$ cat src/rtl/spiq_pkg.sv
package spiq_pkg;
  typedef enum logic [1:0] {
    RGN_CMD = 2'd0,
    RGN_TX  = 2'd1,
    RGN_RX  = 2'd2,
    RGN_REG = 2'd3
  } spiq_region_e;

  typedef enum logic [1:0] {
    REG_PTR  = 2'd0,
    REG_CFG  = 2'd1,
    REG_STAT = 2'd2,
    REG_GO   = 2'd3
  } spiq_reg_e;

  typedef enum logic [1:0] {
    SQ_IDLE,
    SQ_FETCH,
    SQ_LOAD,
    SQ_XFER
  } spiq_state_e;

  // command byte bit that keeps chip selects asserted between entries
  localparam int unsigned HOLD_BIT = 7;
  // low bit of the end index / completed index fields
  localparam int unsigned END_LSB  = 8;
  // status bits
  localparam int unsigned ST_DONE  = 0;
  localparam int unsigned ST_FAULT = 1;
  localparam int unsigned ST_BUSY  = 2;
  // configuration bits above the divider
  localparam int unsigned CFG_IRQ  = 8;
  localparam int unsigned CFG_SSEN = 9;
endpackage

$ cat src/rtl/spiq_ram.sv
module spiq_ram
  import spiq_pkg::*;
#(
  parameter int unsigned ENTRIES = 32,
  parameter int unsigned DATA_W  = 16,
  parameter int unsigned CMD_W   = 8,
  parameter int unsigned NPCS    = 4,
  localparam int unsigned IDX_W  = $clog2(ENTRIES)
) (
  input  logic              clk,
  input  logic              rst_n,
  input  logic              host_cmd_we,
  input  logic              host_tx_we,
  input  logic [IDX_W-1:0]  host_idx,
  input  logic [DATA_W-1:0] host_wdata,
  output logic [CMD_W-1:0]  host_cmd_q,
  output logic [DATA_W-1:0] host_tx_q,
  output logic [DATA_W-1:0] host_rx_q,
  input  logic [IDX_W-1:0]  eng_idx,
  input  logic              eng_rd,
  output logic [NPCS-1:0]   eng_pcs_q,
  output logic              eng_hold_q,
  output logic [DATA_W-1:0] eng_tx_q,
  input  logic              eng_rx_we,
  input  logic [DATA_W-1:0] eng_rx_d
);
  logic [CMD_W-1:0]  cmd_mem [ENTRIES];
  logic [DATA_W-1:0] tx_mem  [ENTRIES];
  logic [DATA_W-1:0] rx_mem  [ENTRIES];

  // one storage slot per queue entry, each with its own write enables
  for (genvar e = 0; e < ENTRIES; e++) begin : g_entry
    logic cmd_en, tx_en, rx_en;
    assign cmd_en = host_cmd_we && (host_idx == IDX_W'(e));
    assign tx_en  = host_tx_we  && (host_idx == IDX_W'(e));
    assign rx_en  = eng_rx_we   && (eng_idx  == IDX_W'(e));

    always_ff @(posedge clk) begin
      if (cmd_en) cmd_mem[e] <= host_wdata[CMD_W-1:0];
      if (tx_en)  tx_mem[e]  <= host_wdata;
      if (rx_en)  rx_mem[e]  <= eng_rx_d;
    end
  end

  assign host_cmd_q = cmd_mem[host_idx];
  assign host_tx_q  = tx_mem[host_idx];
  assign host_rx_q  = rx_mem[host_idx];

  // registered engine read port
  always_ff @(posedge clk or negedge rst_n) begin
    if (!rst_n) begin
      eng_pcs_q  <= '1;
      eng_hold_q <= 1'b0;
      eng_tx_q   <= '0;
    end else if (eng_rd) begin
      eng_pcs_q  <= cmd_mem[eng_idx][NPCS-1:0];
      eng_hold_q <= cmd_mem[eng_idx][HOLD_BIT];
      eng_tx_q   <= tx_mem[eng_idx];
    end
  end
endmodule

$ cat src/rtl/spiq_shifter.sv
module spiq_shifter #(
  parameter int unsigned DATA_W = 16,
  parameter int unsigned DIV_W  = 8,
  localparam int unsigned BIT_W = $clog2(DATA_W)
) (
  input  logic              clk,
  input  logic              rst_n,
  input  logic              start,
  input  logic              abort,
  input  logic [DIV_W-1:0]  div,
  input  logic [DATA_W-1:0] tx_word,
  input  logic              miso,
  output logic              sck,
  output logic              mosi,
  output logic              busy,
  output logic              done,
  output logic [DATA_W-1:0] rx_word
);
  localparam logic [BIT_W-1:0] LAST_BIT = BIT_W'(DATA_W - 1);

  logic              busy_q, busy_d;
  logic              sck_q, sck_d;
  logic              done_q, done_d;
  logic [DIV_W-1:0]  half_q, half_d;
  logic [BIT_W-1:0]  bit_q, bit_d;
  logic [DATA_W-1:0] tx_q, tx_d;
  logic [DATA_W-1:0] rx_q, rx_d;

  always_comb begin
    busy_d = busy_q;
    sck_d  = sck_q;
    half_d = half_q;
    bit_d  = bit_q;
    tx_d   = tx_q;
    rx_d   = rx_q;
    done_d = 1'b0;
    if (abort) begin
      busy_d = 1'b0;
      sck_d  = 1'b0;
      half_d = '0;
    end else if (start) begin
      busy_d = 1'b1;
      sck_d  = 1'b0;
      half_d = '0;
      bit_d  = '0;
      tx_d   = tx_word;
    end else if (busy_q) begin
      if (half_q == div) begin
        half_d = '0;
        sck_d  = !sck_q;
        if (!sck_q) begin
          rx_d = {rx_q[DATA_W-2:0], miso};
        end else if (bit_q == LAST_BIT) begin
          busy_d = 1'b0;
          done_d = 1'b1;
        end else begin
          bit_d = bit_q + 1'b1;
          tx_d  = {tx_q[DATA_W-2:0], 1'b0};
        end
      end else begin
        half_d = half_q + 1'b1;
      end
    end
  end

  always_ff @(posedge clk or negedge rst_n) begin
    if (!rst_n) begin
      busy_q <= 1'b0;
      sck_q  <= 1'b0;
      done_q <= 1'b0;
      half_q <= '0;
      bit_q  <= '0;
      tx_q   <= '0;
      rx_q   <= '0;
    end else begin
      busy_q <= busy_d;
      sck_q  <= sck_d;
      done_q <= done_d;
      half_q <= half_d;
      bit_q  <= bit_d;
      tx_q   <= tx_d;
      rx_q   <= rx_d;
    end
  end

  assign sck     = sck_q;
  assign mosi    = busy_q ? tx_q[DATA_W-1] : 1'b0;
  assign busy    = busy_q;
  assign done    = done_q;
  assign rx_word = rx_q;


  sck_idle_low_chk: assert property (@(posedge clk) disable iff (!rst_n)
    !busy_q |-> !sck_q);


  done_on_fall_chk: assert property (@(posedge clk) disable iff (!rst_n)
    done_q |-> $fell(sck_q));
endmodule

$ cat src/rtl/spiq_seq.sv
module spiq_seq
  import spiq_pkg::*;
#(
  parameter int unsigned IDX_W = 5,
  parameter int unsigned NPCS  = 4
) (
  input  logic             clk,
  input  logic             rst_n,
  input  logic             go,
  input  logic [IDX_W-1:0] start_ptr,
  input  logic [IDX_W-1:0] end_ptr,
  input  logic             fault_en,
  input  logic             ss_n,
  input  logic [NPCS-1:0]  cmd_pcs,
  input  logic             cmd_hold,
  input  logic             sh_done,
  output logic [IDX_W-1:0] eng_idx,
  output logic             eng_rd,
  output logic             sh_start,
  output logic             sh_abort,
  output logic             rx_we,
  output logic [NPCS-1:0]  pcs,
  output logic [IDX_W-1:0] cptqp,
  output logic             busy,
  output logic             done_p,
  output logic             fault_p
);
  localparam logic [NPCS-1:0] PCS_IDLE = '1;

  spiq_state_e      state_q, state_d;
  logic [IDX_W-1:0] ip_q, ip_d;
  logic [IDX_W-1:0] cpt_q, cpt_d;
  logic [NPCS-1:0]  pcs_q, pcs_d;
  logic             hold_q, hold_d;
  logic [1:0]       ss_sync_q;
  logic             fault_now;

  assign fault_now = fault_en && !ss_sync_q[1] && (state_q != SQ_IDLE);

  always_comb begin
    state_d  = state_q;
    ip_d     = ip_q;
    cpt_d    = cpt_q;
    pcs_d    = pcs_q;
    hold_d   = hold_q;
    eng_rd   = 1'b0;
    sh_start = 1'b0;
    sh_abort = 1'b0;
    rx_we    = 1'b0;
    done_p   = 1'b0;
    fault_p  = 1'b0;
    if (fault_now) begin
      state_d  = SQ_IDLE;
      pcs_d    = PCS_IDLE;
      sh_abort = 1'b1;
      fault_p  = 1'b1;
    end else begin
      unique case (state_q)
        SQ_IDLE: begin
          if (go) begin
            ip_d    = start_ptr;
            state_d = SQ_FETCH;
          end
        end
        SQ_FETCH: begin
          eng_rd  = 1'b1;
          state_d = SQ_LOAD;
        end
        SQ_LOAD: begin
          sh_start = 1'b1;
          pcs_d    = cmd_pcs;
          hold_d   = cmd_hold;
          state_d  = SQ_XFER;
        end
        SQ_XFER: begin
          if (sh_done) begin
            rx_we = 1'b1;
            cpt_d = ip_q;
            if (ip_q == end_ptr) begin
              state_d = SQ_IDLE;
              pcs_d   = PCS_IDLE;
              done_p  = 1'b1;
            end else begin
              ip_d    = ip_q + 1'b1;
              state_d = SQ_FETCH;
              if (!hold_q) pcs_d = PCS_IDLE;
            end
          end
        end
        default: state_d = SQ_IDLE;
      endcase
    end
  end

  always_ff @(posedge clk or negedge rst_n) begin
    if (!rst_n) begin
      state_q   <= SQ_IDLE;
      ip_q      <= '0;
      cpt_q     <= '0;
      pcs_q     <= PCS_IDLE;
      hold_q    <= 1'b0;
      ss_sync_q <= 2'b11;
    end else begin
      state_q   <= state_d;
      ip_q      <= ip_d;
      cpt_q     <= cpt_d;
      pcs_q     <= pcs_d;
      hold_q    <= hold_d;
      ss_sync_q <= {ss_sync_q[0], ss_n};
    end
  end

  assign eng_idx = ip_q;
  assign pcs     = pcs_q;
  assign cptqp   = cpt_q;
  assign busy    = (state_q != SQ_IDLE);


  pcs_idle_chk: assert property (@(posedge clk) disable iff (!rst_n)
    (state_q == SQ_IDLE) |-> (pcs_q == PCS_IDLE));


  done_ptr_chk: assert property (@(posedge clk) disable iff (!rst_n)
    done_p |=> (cpt_q == $past(end_ptr)));


  fault_stop_chk: assert property (@(posedge clk) disable iff (!rst_n)
    fault_p |=> (state_q == SQ_IDLE));
endmodule

$ cat src/rtl/spiq_master.sv
module spiq_master
  import spiq_pkg::*;
#(
  parameter int unsigned ENTRIES = 32,
  parameter int unsigned DATA_W  = 16,
  parameter int unsigned CMD_W   = 8,
  parameter int unsigned NPCS    = 4,
  parameter int unsigned DIV_W   = 8,
  localparam int unsigned IDX_W  = $clog2(ENTRIES),
  localparam int unsigned ADDR_W = IDX_W + 2
) (
  input  logic              clk,
  input  logic              rst_n,
  input  logic [ADDR_W-1:0] host_addr,
  input  logic              host_wr,
  input  logic              host_rd,
  input  logic [DATA_W-1:0] host_wdata,
  output logic [DATA_W-1:0] host_rdata,
  output logic              sck,
  output logic              mosi,
  input  logic              miso,
  output logic [NPCS-1:0]   pcs,
  input  logic              ss_n,
  output logic              irq
);
  // asynchronous assert, synchronous release
  logic [1:0] rst_pipe;
  logic       rst_i;
  always_ff @(posedge clk or negedge rst_n) begin
    if (!rst_n) rst_pipe <= 2'b00;
    else        rst_pipe <= {rst_pipe[0], 1'b1};
  end
  assign rst_i = rst_pipe[1];

  spiq_region_e     region;
  spiq_reg_e        reg_sel;
  logic [IDX_W-1:0] host_idx;
  logic             wr_reg, cmd_we, tx_we, go, clr_done, clr_fault;

  logic [IDX_W-1:0]  start_q, start_d, end_q, end_d;
  logic [DIV_W-1:0]  div_q, div_d;
  logic              irq_en_q, irq_en_d, ss_en_q, ss_en_d;
  logic              done_q, done_d, fault_q, fault_d;
  logic [DATA_W-1:0] rdata_q, rdata_d;

  logic [CMD_W-1:0]  host_cmd_q;
  logic [DATA_W-1:0] host_tx_q, host_rx_q, eng_tx_q, rx_word;
  logic [NPCS-1:0]   eng_pcs_q;
  logic              eng_hold_q;
  logic [IDX_W-1:0]  eng_idx, cptqp;
  logic              eng_rd, sh_start, sh_abort, sh_done, sh_busy, rx_we;
  logic              busy, done_p, fault_p;

  assign region    = spiq_region_e'(host_addr[IDX_W+1:IDX_W]);
  assign reg_sel   = spiq_reg_e'(host_addr[1:0]);
  assign host_idx  = host_addr[IDX_W-1:0];
  assign wr_reg    = host_wr && (region == RGN_REG);
  assign cmd_we    = host_wr && (region == RGN_CMD);
  assign tx_we     = host_wr && (region == RGN_TX);
  assign go        = wr_reg && (reg_sel == REG_GO) && host_wdata[0] && !busy;
  assign clr_done  = wr_reg && (reg_sel == REG_STAT) && host_wdata[ST_DONE];
  assign clr_fault = wr_reg && (reg_sel == REG_STAT) && host_wdata[ST_FAULT];

  always_comb begin
    start_d  = start_q;
    end_d    = end_q;
    div_d    = div_q;
    irq_en_d = irq_en_q;
    ss_en_d  = ss_en_q;
    if (wr_reg && (reg_sel == REG_PTR)) begin
      start_d = host_wdata[IDX_W-1:0];
      end_d   = host_wdata[END_LSB +: IDX_W];
    end
    if (wr_reg && (reg_sel == REG_CFG)) begin
      div_d    = host_wdata[DIV_W-1:0];
      irq_en_d = host_wdata[CFG_IRQ];
      ss_en_d  = host_wdata[CFG_SSEN];
    end
    done_d  = done_p  | (done_q  & ~clr_done);
    fault_d = fault_p | (fault_q & ~clr_fault);
  end

  always_comb begin
    rdata_d = rdata_q;
    if (host_rd) begin
      rdata_d = '0;
      unique case (region)
        RGN_CMD: rdata_d[CMD_W-1:0] = host_cmd_q;
        RGN_TX:  rdata_d = host_tx_q;
        RGN_RX:  rdata_d = host_rx_q;
        default: begin
          unique case (reg_sel)
            REG_PTR: begin
              rdata_d[IDX_W-1:0]         = start_q;
              rdata_d[END_LSB +: IDX_W]  = end_q;
            end
            REG_CFG: begin
              rdata_d[DIV_W-1:0] = div_q;
              rdata_d[CFG_IRQ]   = irq_en_q;
              rdata_d[CFG_SSEN]  = ss_en_q;
            end
            REG_STAT: begin
              rdata_d[ST_DONE]           = done_q;
              rdata_d[ST_FAULT]          = fault_q;
              rdata_d[ST_BUSY]           = busy;
              rdata_d[END_LSB +: IDX_W]  = cptqp;
            end
            default: rdata_d = '0;
          endcase
        end
      endcase
    end
  end

  always_ff @(posedge clk or negedge rst_i) begin
    if (!rst_i) begin
      start_q  <= '0;
      end_q    <= '0;
      div_q    <= '0;
      irq_en_q <= 1'b0;
      ss_en_q  <= 1'b0;
      done_q   <= 1'b0;
      fault_q  <= 1'b0;
      rdata_q  <= '0;
    end else begin
      start_q  <= start_d;
      end_q    <= end_d;
      div_q    <= div_d;
      irq_en_q <= irq_en_d;
      ss_en_q  <= ss_en_d;
      done_q   <= done_d;
      fault_q  <= fault_d;
      rdata_q  <= rdata_d;
    end
  end

  assign host_rdata = rdata_q;
  assign irq        = irq_en_q && (done_q || fault_q);

  spiq_ram #(
    .ENTRIES (ENTRIES),
    .DATA_W  (DATA_W),
    .CMD_W   (CMD_W),
    .NPCS    (NPCS)
  ) ram_i (
    .clk         (clk),
    .rst_n       (rst_i),
    .host_cmd_we (cmd_we),
    .host_tx_we  (tx_we),
    .host_idx    (host_idx),
    .host_wdata  (host_wdata),
    .host_cmd_q  (host_cmd_q),
    .host_tx_q   (host_tx_q),
    .host_rx_q   (host_rx_q),
    .eng_idx     (eng_idx),
    .eng_rd      (eng_rd),
    .eng_pcs_q   (eng_pcs_q),
    .eng_hold_q  (eng_hold_q),
    .eng_tx_q    (eng_tx_q),
    .eng_rx_we   (rx_we),
    .eng_rx_d    (rx_word)
  );

  spiq_seq #(
    .IDX_W (IDX_W),
    .NPCS  (NPCS)
  ) seq_i (
    .clk       (clk),
    .rst_n     (rst_i),
    .go        (go),
    .start_ptr (start_q),
    .end_ptr   (end_q),
    .fault_en  (ss_en_q),
    .ss_n      (ss_n),
    .cmd_pcs   (eng_pcs_q),
    .cmd_hold  (eng_hold_q),
    .sh_done   (sh_done),
    .eng_idx   (eng_idx),
    .eng_rd    (eng_rd),
    .sh_start  (sh_start),
    .sh_abort  (sh_abort),
    .rx_we     (rx_we),
    .pcs       (pcs),
    .cptqp     (cptqp),
    .busy      (busy),
    .done_p    (done_p),
    .fault_p   (fault_p)
  );

  spiq_shifter #(
    .DATA_W (DATA_W),
    .DIV_W  (DIV_W)
  ) shf_i (
    .clk     (clk),
    .rst_n   (rst_i),
    .start   (sh_start),
    .abort   (sh_abort),
    .div     (div_q),
    .tx_word (eng_tx_q),
    .miso    (miso),
    .sck     (sck),
    .mosi    (mosi),
    .busy    (sh_busy),
    .done    (sh_done),
    .rx_word (rx_word)
  );


  done_sticky_chk: assert property (@(posedge clk) disable iff (!rst_i)
    (done_q && !clr_done) |=> done_q);


  fault_no_sck_chk: assert property (@(posedge clk) disable iff (!rst_i)
    fault_p |=> (!sh_busy && !busy));
endmodule

$ cat config.mk
export PLATFORM = sky130hd
export DESIGN_NAME = spiq_master
export DESIGN_NICKNAME = d
export VERILOG_FILES = /design/src/rtl/spiq_pkg.sv /design/src/rtl/spiq_ram.sv /design/src/rtl/spiq_shifter.sv /design/src/rtl/spiq_seq.sv /design/src/rtl/spiq_master.sv
export SDC_FILE = /design/constraint.sdc
export NUM_CORES = 1
export LEC_CHECK = 0
export BUFFER_PORTS_ARGS = -buffer_cell sky130_fd_sc_hd__buf_2
export CORE_UTILIZATION = 50
export CTS_CLUSTER_DIAMETER = 60
export DETAILED_ROUTE_END_ITERATION = 10
export PLACE_DENSITY = 0.65
export REMOVE_ABC_BUFFERS = 1
export SYNTH_ARGS = -nofsm -noshare
export SYNTH_HDL_FRONTEND = slang
export SYNTH_SLANG_ARGS = --single-unit
$ cat constraint.sdc
create_clock -name clk -period 8.08 [get_ports clk]
set_input_delay 0.404 -clock clk [delete_from_list [all_inputs] [get_ports clk]]
set_output_delay 0.404 -clock clk [all_outputs]
set_load 0.005 [all_outputs]
# Word level (Yosys, flattened, before mapping)
# Memories as Yosys holds them, arrays and structs flattened. A register that Yosys moved wholly into a read port is not among the register bits.
# Cells that the tools add are included.
dict set report totals {
  regBits 106
  ram_bits 1280
  out_inout_bits 23
  word_cells 884
  memories 3
}
# memory words width rd rd_clocked_by_memory_dff wr line
set mem_list {}
lappend mem_list {ram_i.rx_mem 32 16 1 0 1 spiq_ram.sv:29} ;# logic [DATA_W-1:0] rx_mem [ENTRIES];
lappend mem_list {ram_i.tx_mem 32 16 2 1 1 spiq_ram.sv:28} ;# logic [DATA_W-1:0] tx_mem [ENTRIES];
lappend mem_list {ram_i.cmd_mem 32 8 2 1 1 spiq_ram.sv:27} ;# logic [CMD_W-1:0] cmd_mem [ENTRIES];
dict set report op_classes {
  addsub 3
  eq_ne 81
  mux 535
  bitwise 10
  reduce_logical 230
}
# op n
set op_table {}
lappend op_table {{16-bit 2-to-1 mux} 67}
lappend op_table {{16-bit OR reduction} 62}
lappend op_table {{5-bit 2-to-1 mux} 96}
lappend op_table {{1-bit 2-to-1 mux} 315}
lappend op_table {{8-bit 2-to-1 mux} 35}
lappend op_table {{8-bit OR reduction} 31}
lappend op_table {{5-bit == test (second input constant)} 32}
lappend op_table {{1-bit logical AND} 110}
lappend op_table {{5-bit by 4-bit == test with 1-bit output (second input constant)} 16}
lappend op_table {{8-bit one-hot mux with 3 select lines} 2}
lappend op_table {{5-bit by 3-bit == test with 1-bit output (second input constant)} 8}
lappend op_table {{4-bit 2-to-1 mux} 9}
lappend op_table {{5-bit by 2-bit == test with 1-bit output (second input constant)} 4}
lappend op_table {{5-bit AND reduction} 3}
lappend op_table {{2-bit == test (second input constant)} 6}
lappend op_table {{5-bit by 1-bit == test with 1-bit output (second input constant)} 2}
lappend op_table {{5-bit zero test} 2}
lappend op_table {{5-bit one-hot mux with 2 select lines} 1}
lappend op_table {{2-bit nonzero test} 5}
lappend op_table {{3-bit one-hot mux with 3 select lines} 1}
lappend op_table {{3-bit nonzero test} 3}
lappend op_table {{8-bit by 1-bit adder with 8-bit output (second input constant)} 1}
lappend op_table {{8-bit == test} 1}
lappend op_table {{2-bit one-hot mux with 4 select lines} 1}
lappend op_table {{24 further kinds} 46}

# Logic depth before layout (Yosys ltp)
# Gate-level depths: netlist (run 1).
dict set report depth {
  word_depth 39
  ltp_mapped 12
  depth_no_buf 8
}

# By module
# Synthesis (run 1) repeated with hierarchy kept, for this count alone.
dict set report unflattened {
  hier_cells 3092
  area_unflattened_um2 60857.1
}
# module instances cells_each area_per_inst_um2 seq_area_each_um2
set modules_own_cells {}
lappend modules_own_cells {spiq_ram 1 2558 55067.8 38967.4}
lappend modules_own_cells {spiq_shifter 1 239 2600.0 1176.1}
lappend modules_own_cells {spiq_master 1 186 2050.7 1001.0}
lappend modules_own_cells {spiq_seq 1 109 1138.6 483.0}

# Worst setup path after synthesis (run 1)
# OpenSTA, ideal clock, no wires.
dict set report synth_path {
  path_kind {input to register}
  from {input port host_addr[0]}
  to {memory ram_i.tx_mem[11][0], enable pin}
  setup_ns 0.409
  arrival_time_ns 2.969
  required_ns 7.671
  setup_slack_ns 4.702
  stages 10
  n_path_buf 8
  cell_sequence {buf_6 -> buf_8 -> buf_6 -> buf_6 -> buf_4 -> buf_6 -> buf_4 -> nand2_1 -> buf_2 -> nor3_1}
}
# element line
set synth_lines {}
lappend synth_lines {{from (decl)} spiq_master.sv:14} ;# input logic [ADDR_W-1:0] host_addr,
lappend synth_lines {{5-bit by 4-bit == test with 1-bit output (*)} spiq_ram.sv:35} ;# assign tx_en = host_tx_we && (host_idx == IDX_W'(e));
lappend synth_lines {{1-bit logical AND (*)} spiq_ram.sv:35}
lappend synth_lines {{named net ram_i.g_entry[11].tx_en} spiq_ram.sv:33} ;# logic cmd_en, tx_en, rx_en;
lappend synth_lines {{1-bit 2-to-1 mux (*)} spiq_ram.sv:40} ;# if (tx_en) tx_mem[e] <= host_wdata;
lappend synth_lines {{1-bit 2-to-1 mux (not written as such) (*)} spiq_ram.sv:40}
lappend synth_lines {{16-bit OR reduction (no source line)} n/a}
lappend synth_lines {{5-bit 2-to-1 mux (no source line) or 1-bit 2-to-1 mux (tied branches) (21 in series)} n/a}
lappend synth_lines {{to (decl)} spiq_ram.sv:28}
# The timed path passes the listed nets; every way through them passes the cells marked *.

==> impl_results.md, run 1 <==
- Grt ovf: 0
- ANT nets after route: 0
- Reg2reg start: seq_i.eng_idx[1]
- Synth Instances: between 3000 and 4000
- Die area: roughly 120000 sq um
- Most frequent cells in the layout: edfxtp_1, mux4_2, mux2i_1
- CTS tree: done
- VDD IR max: ~0.00024 V
- Distinct cells, synth: 65
- First-pass GRT wire length: roughly 250 mm
- Avg WL per Cell: about 36 microns
- Skew final: 0.0228 ns
- Final worst slack: 4.08 ns
- Final WL: 179 mm
- Setup-failing EPs final: 0
- Share of layout cells above drive strength 1: between 20% and 30%
- Max cap viols: 0
- Power per cell area: around 270 nW/um^2
- Total number of vias: ~34000
- Max Clk Rate: 0.250 GHz
- Register area share after synthesis: 68.6%
- Area Growth Syn to Fin: 11.3%
- Max-slew violations: 0
- Setup crit start kind: flip-flop
- Initial core utilization: about half
- Clock Sinks: ~1400
- LEAKAGE: around 22 nW
- Post-synth top flop: edfxtp_1
- Post-Syn Area: approximately 61000 sq um
- Reg2Reg Depth: 5
- Synthesized flop and latch total: ~1400
- Via density per instance: roughly 6.8
- Crit Path Max Fanout: between 60 and 70
- Clk_lat worst skew: roughly 0.8 ns
- CP endpoint kind: flip-flop
- Pin count of the biggest net entering global routing: 110
- GPL Wtd Cong: roughly 0.9
- Clock Tree Buf Depth: 3
- Part of the cycle the worst path needs: approximately half
- Detailed Routing Iterations Pass 1: 6
- Worst hold path class: flip-flop to asynchronous set/reset pin
- Required time worst endpoint: between 8 and 9 ns
- Nets@finish: approximately 3300
- Die height: ~350 microns
- Rows: roughly 130
- R2R Path End: ram_i.eng_tx_q[15]
- Final hold slack: around 0.14 ns
- Syn Area/Cell: between 15 and 20 sq um
- DP Worst Slack: a little under 4 ns
- Max_slew headroom: roughly 8.1%
- Critical path type: flip-flop to flip-flop
- Synth warn: 0
- CTS buffer count: around 150
- Number of synthesized flops with an enable pin: about 1300
- CTS clk-pin slew, worst paths: roughly 0.06 ns
- Status: finished clean
- Area of the multi-input gates: 17900 sq um
- Worst EP arrival: 4.61 ns
- DRC viols: 0
- Register area: between 40000 and 50000 sq um
- Chip width: about 350 microns
- Root buffer cell: clkbuf_16
- Initial antenna violation count: 7
- Vias in the first global route: between 30000 and 40000
- Initial DRC count: 4967
- RSZ-0062 raised after global routing: no
- Ys async rst share: under 10%
- Post-detail-place hpwl: 110 mm
- Final hold violations: 0
- R2r setup slk: 4.08 ns
- Port Buffers: slightly above 50
- Max H-tree Level: 4
- Core area: around 120000 sq um
- Worst-Margin Slew: about 1.3 ns
- Final Critical Period: around 4 ns
- Commonest non-fill, non-tap cell in the layout: edfxtp_1
- GRT Total Usage: approximately 30%
- Io pins: between 50 and 60
- Fillers: between 9000 and 10000
-- cell families (layout without fill, tap and decap cells) --
group | count (synthesis) | in the layout | synth area share, %
adder cells (fa/ha/maj) | 13 | 13 | 0.268
AND/OR/NAND/NOR | 436 | 436 | 3.40
XOR/XNOR | 15 | 15 | 0.217
other | 1 | 2 | 0.00618
flip-flops | 1407 | 1407 | 68.6
AO/OA/AOI/OAI | 362 | 362 | 3.93
multiplexers | 724 | 724 | 21.3
buffers and inverters | 240 | 459 | 2.22
-- metal layers --
metal  track usage [%]  wire (microns)  up-vias
met5                 0              42        -
met4              11.6            7180        8
met3              7.34           18900      380
met2              46.3           84700     2149
met1              39.8           67800    18014
li1                  -               -    13483
-- metrics by stage --
| stage | setup TNS [ns] | total power [W] | instances | utilization, % | instance area, sq um |
|---|---|---|---|---|---|
| after global placement | 0 | 0.0119 | 4758 | 52.3 | 62900 |
| after floorplan | -61.57 | 0.0110 | 2983 | - | 59400 |
| final | 0 | 0.0185 | 5030 | 56.2 | 67600 |
| after CTS | 0 | 0.0185 | 5027 | 56.2 | 67500 |
| after detailed placement | 0 | 0.0120 | 4758 | 52.3 | 62900 |
| after global routing | 0 | 0.0190 | 5029 | 56.2 | 67600 |
-- area by class of cell --
class                   count  area share (%)
diodes                      1         0.00370
flip-flops and latches   1407            61.6
repair buffers            169            1.84
clock inverters            73            1.04
multi-input cells        1551            26.5
well taps                1612            2.99
inverters                  25           0.139
clock buffers             192            5.83
-- synthesized netlist by cell type (4+ instances only) --
library cell	count	area, sq um
edfxtp_1	1280	38400
mux4_2	451	10200
mux2i_1	223	2230
nand2_1	130	488
dfrtp_1	117	2930
nor2_1	112	420
a21oi_1	90	450
clkbuf_1	69	259
o21ai_0	63	315
buf_2	56	280
mux2_2	50	563
a22oi_1	49	368
nor3_1	49	245
buf_4	38	285
nand3_1	35	175
and2_1	34	213
buf_6	27	304
o221ai_1	26	228
o22ai_1	25	156
inv_1	22	82.6
a211oi_1	21	158
buf_1	21	78.8
nor2b_1	14	87.6
a31oi_1	13	81.3
ha_1	13	163
nand2b_1	13	81.3
a22o_1	11	96.3
dfstp_2	10	263
o211ai_1	10	75.1
a2111oi_0	9	78.8
a221oi_1	9	78.8
xnor2_1	9	78.8
nor4_1	8	50.1
o2111ai_1	8	70.1
nand4_1	7	43.8
a211o_1	6	52.6
and3_1	6	37.5
o21ai_1	6	30.0
or4_1	6	45.0
xor2_1	6	52.6
nand3b_1	5	37.5
nor3b_1	4	30.0
-- worst max path at each step --
| stage | start | to | slack [ns] |
|---|---|---|---|
| global placement | host_addr[0] | host_rdata[9] | 4.02 |
| global route | seq_i.eng_idx[1] | ram_i.eng_tx_q[1] | 4.03 |
| detailed placement | host_addr[1] | host_rdata[0] | 3.98 |
| CTS | seq_i.eng_idx[1] | ram_i.eng_tx_q[1] | 4.13 |
| finish | seq_i.eng_idx[1] | ram_i.eng_tx_q[15] | 4.08 |
| floorplan | seq_i.eng_idx[0] | ram_i.rx_mem[19][0] | -0.73 |
-- power breakdown --
part           leakage (nW)  internal, W  switching [W]  total, W
Combinational          6.73      0.00145        0.00177   0.00323
Sequential             13.2      0.00819       0.000448   0.00864
Clock                  2.27      0.00380        0.00281   0.00661
-- flip-flops by register name (all words and copies together), names as in the netlist, 2 cells and up --
name             flops
ram_i.rx_mem       512
shf_i.bit_q          4
shf_i.half_q         8
seq_i.cptqp          5
shf_i.tx_q          16
seq_i.state_q        2
seq_i.ss_sync_q      2
shf_i.rx_word       16
div_q                8
seq_i.eng_idx        5
ram_i.tx_mem       512
ram_i.cmd_mem      256
ram_i.eng_tx_q      16
start_q              5
seq_i.pcs            4
rst_pipe             2
end_q                5
host_rdata          16
ram_i.eng_pcs_q      4
-- timing repair --
item / 4_1_cts / 5_1_grt
resized for setup: 0 / 0
setup buffers: 0 / 0
hold endpoints to repair: 4 / 0
hold buffers: 4 / 0
-- worst max-delay path, stage by stage (launching register included) --
cell     delay [ns]
dfrtp_4        1.24
buf_4          1.00
mux4_2         0.46
mux4_2         0.48
mux2i_1        0.44
a21oi_1        0.13
(Power assumes the default switching activity.)
==> inputs of run 2 (changes only) <==
Clock period 8.08 ns to 4.05 ns, I/O delays scaled along.
==> impl_results.md, run 2 (same netlist as run 1, synthesis figures left out) <==
- Status: finished clean
- Clk_lat worst skew: 0.76 ns (-0.02 ns)
- CTS buffer count: 146 (-1.4%)
- Port Buffers: 51 (unchanged)
- Post-CTS Resized: 0 (unchanged)
- Max_slew headroom: 6.26% (-1.8 points)
- Final hold violations: 0 (unchanged)
- Setup-failing EPs final: 0 (unchanged)
- Critical path type: flip-flop to flip-flop
- Max H-tree Level: 4 (unchanged)
- DRC viols: 0 (unchanged)
- Initial DRC count: 5027 (+1.2%)
- Via density per instance: 6.79 (+0.30%)
- Area of the multi-input gates: 17900 sq um (-0.17%)
- First-pass GRT wire length: 260 mm (+2.9%)
- Post-detail-place hpwl: 114 mm (+4.0%)
- Area Growth Syn to Fin: 13.0%
- Register area: 41600 sq um (unchanged)
- Pin count of the biggest net entering global routing: 70 (-36%)
- Final Critical Period: 3.19 ns (-0.807 ns)
- Grt ovf: 0 (unchanged)
- Met1 usage: 40.8% (+1.0 points)
- Io pins: 52 (unchanged)
- Die height: 350 microns (unchanged)
- Max Clk Rate: 0.313 GHz (+25%)
- Avg WL per Cell: 35.8 microns (+0.91%)
- CP endpoint kind: flip-flop
- Largest registers: ram_i.rx_mem (512), ram_i.tx_mem (512), ram_i.cmd_mem (256)
- LEAKAGE: 22.7 nW (+2.6%)
- Met3 Use GR: 7.28% (-0.053 points)
- Max cap viols: 0 (unchanged)
- Die area: 123000 sq um (unchanged)
- Required time worst endpoint: 4.66 ns (-4.03 ns)
- Skew final: 0.0271 ns (+0.00436 ns)
- Most used routing layer: met2
- GPL Wtd Cong: 0.921 (-0.13%)
- Power per cell area: 544 nW/um^2 (+99%)
- Detailed Routing Iterations Pass 1: 6 (unchanged)
- Worst EP arrival: 3.80 ns (-0.81 ns)
- Root buffer cell: clkbuf_16
- Final hold slack: 0.0563 ns (-0.0803 ns)
- Initial antenna violation count: 10 (+3)
- GRT Total Usage: 30.4% (+0.88 points)
- Initial core utilization: 50.5% (unchanged)
- Part of the cycle the worst path needs: 78.8% (+29 points)
- CTS tree: done
- Final Non-Filler Cells: 5122 (+1.8%)
- CTS clk-pin slew, worst paths: 0.06 ns (about the same)
- Worst hold path class: input port to flip-flop
- Setup bufs post-CTS: 0 (unchanged)
- Final WL: 184 mm (+2.8%)
- Fillers: 8934 (-2.2%)
- Setup crit start kind: flip-flop
- Share of layout cells above drive strength 1: 29.3% (+1.8 points)
- Worst-Margin Slew: 1.41 ns (+0.0618 ns)
- Most frequent cells in the layout: edfxtp_1, mux4_2, mux2i_1
- Crit Path Max Fanout: 21 (-68%)
- Total number of vias: 34759 (+2.1%)
- Nets@finish: 3433 (+2.7%)
- Commonest non-fill, non-tap cell in the layout: edfxtp_1
- Core area: 120000 sq um (unchanged)
- Met2 usage: 47.9% (+1.6 points)
- Vias in the first global route: 34868 (+2.6%)
- Post-CTS Hold Buffers: 11 (+7)
- Rows: 127 (unchanged)
- Cell count after placement: 4844 (+1.8%)
- VDD IR max: 0.000482 V (+100%)
- ANT nets after route: 0 (unchanged)
- Max-slew violations: 0 (unchanged)
- Clock Tree Buf Depth: 3 (unchanged)
- Chip width: 350 microns (unchanged)
- Clock Sinks: 1407 (unchanged)
- RSZ-0062 raised after global routing: no
[run 2: cell count changes in the layout (fill, tap and decap cells not counted), moves of 4 or more]
cell,previous run,this run
clkinv_2,24,12
clkinv_1,24,18
nor2_4,7,3
nor2_2,18,22
clkbuf_8,5,13
buf_12,5,18
buf_4,109,182
dlygate4sd3_1,4,11
[run 2: layout make-up]
type | count | share of cell area [%]
sequential | 1407 | 60.7
multi-input combinational | 1551 | 26.1
clock buffer | 204 | 6.00
timing repair buffer | 260 | 3.07
tap | 1612 | 2.94
clock inverter | 60 | 1.03
inverter | 25 | 0.137
antenna | 3 | 0.0109
[run 2: final timing paths]
| path | from | end | cells after the start | slack (ns) |
|---|---|---|---|---|
| setup / recovery | seq_i.state_q[0] | shf_i.tx_q[8] | 8 | 0.86 |
| hold / removal | host_wdata[8] | ram_i.tx_mem[8][8] | 1 | 0.06 |
| setup reg to reg | seq_i.state_q[0] | shf_i.tx_q[8] | 8 | 0.86 |
| hold reg to reg | seq_i.ss_sync_q[0] | seq_i.ss_sync_q[1] | 0 | 0.36 |
| max in group asynchronous | rst_pipe[1] | ram_i.eng_pcs_q[2] | 1 | 2.46 |
| min in group asynchronous | rst_n | rst_pipe[1] | 3 | 0.30 |
[run 2: worst max-delay path: stages (launching register included)]
cell      delay [ns]
dfrtp_1         0.43
inv_1           0.11
ha_1            0.27
or3b_1          0.40
buf_4           0.19
nand3b_1        0.10
or4_1           1.04
mux2i_1         0.33
o21ai_0         0.14
[run 2: per-stage QoR]
| stage | power (W) | utilization (%) | setup slack, ns | setup TNS [ns] | instance area [sq um] |
|---|---|---|---|---|---|
| after floorplan | 0.0217 | - | -4.76 | -2232.22 | 59400 |
| after global placement | 0.0238 | 53.0 | 0.811 | 0 | 63600 |
| after detailed placement | 0.0239 | 53.0 | 0.641 | 0 | 63600 |
| after CTS | 0.0374 | 57.1 | 0.900 | 0 | 68600 |
| after global routing | 0.0383 | 57.1 | 0.678 | 0 | 68600 |
| final | 0.0373 | 57.1 | 0.858 | 0 | 68600 |
[run 2: power by group]
group / leakage, nW / internal, W / total, W / switching (W)
combinational: 7.24 / 0.00305 / 0.00661 / 0.00356
sequential: 13.2 / 0.0163 / 0.0171 / 0.000803
clock: 2.35 / 0.00795 / 0.0136 / 0.00561
[run 2: layer usage]
metal | up-vias | routed length (microns) | part of all wire, %
li1 | 13658 | - | -
met1 | 18397 | 68900 | 38
met2 | 2220 | 87100 | 47
met3 | 472 | 19100 | 10
met4 | 12 | 8330 | 4.5
met5 | - | 128 | 0.070
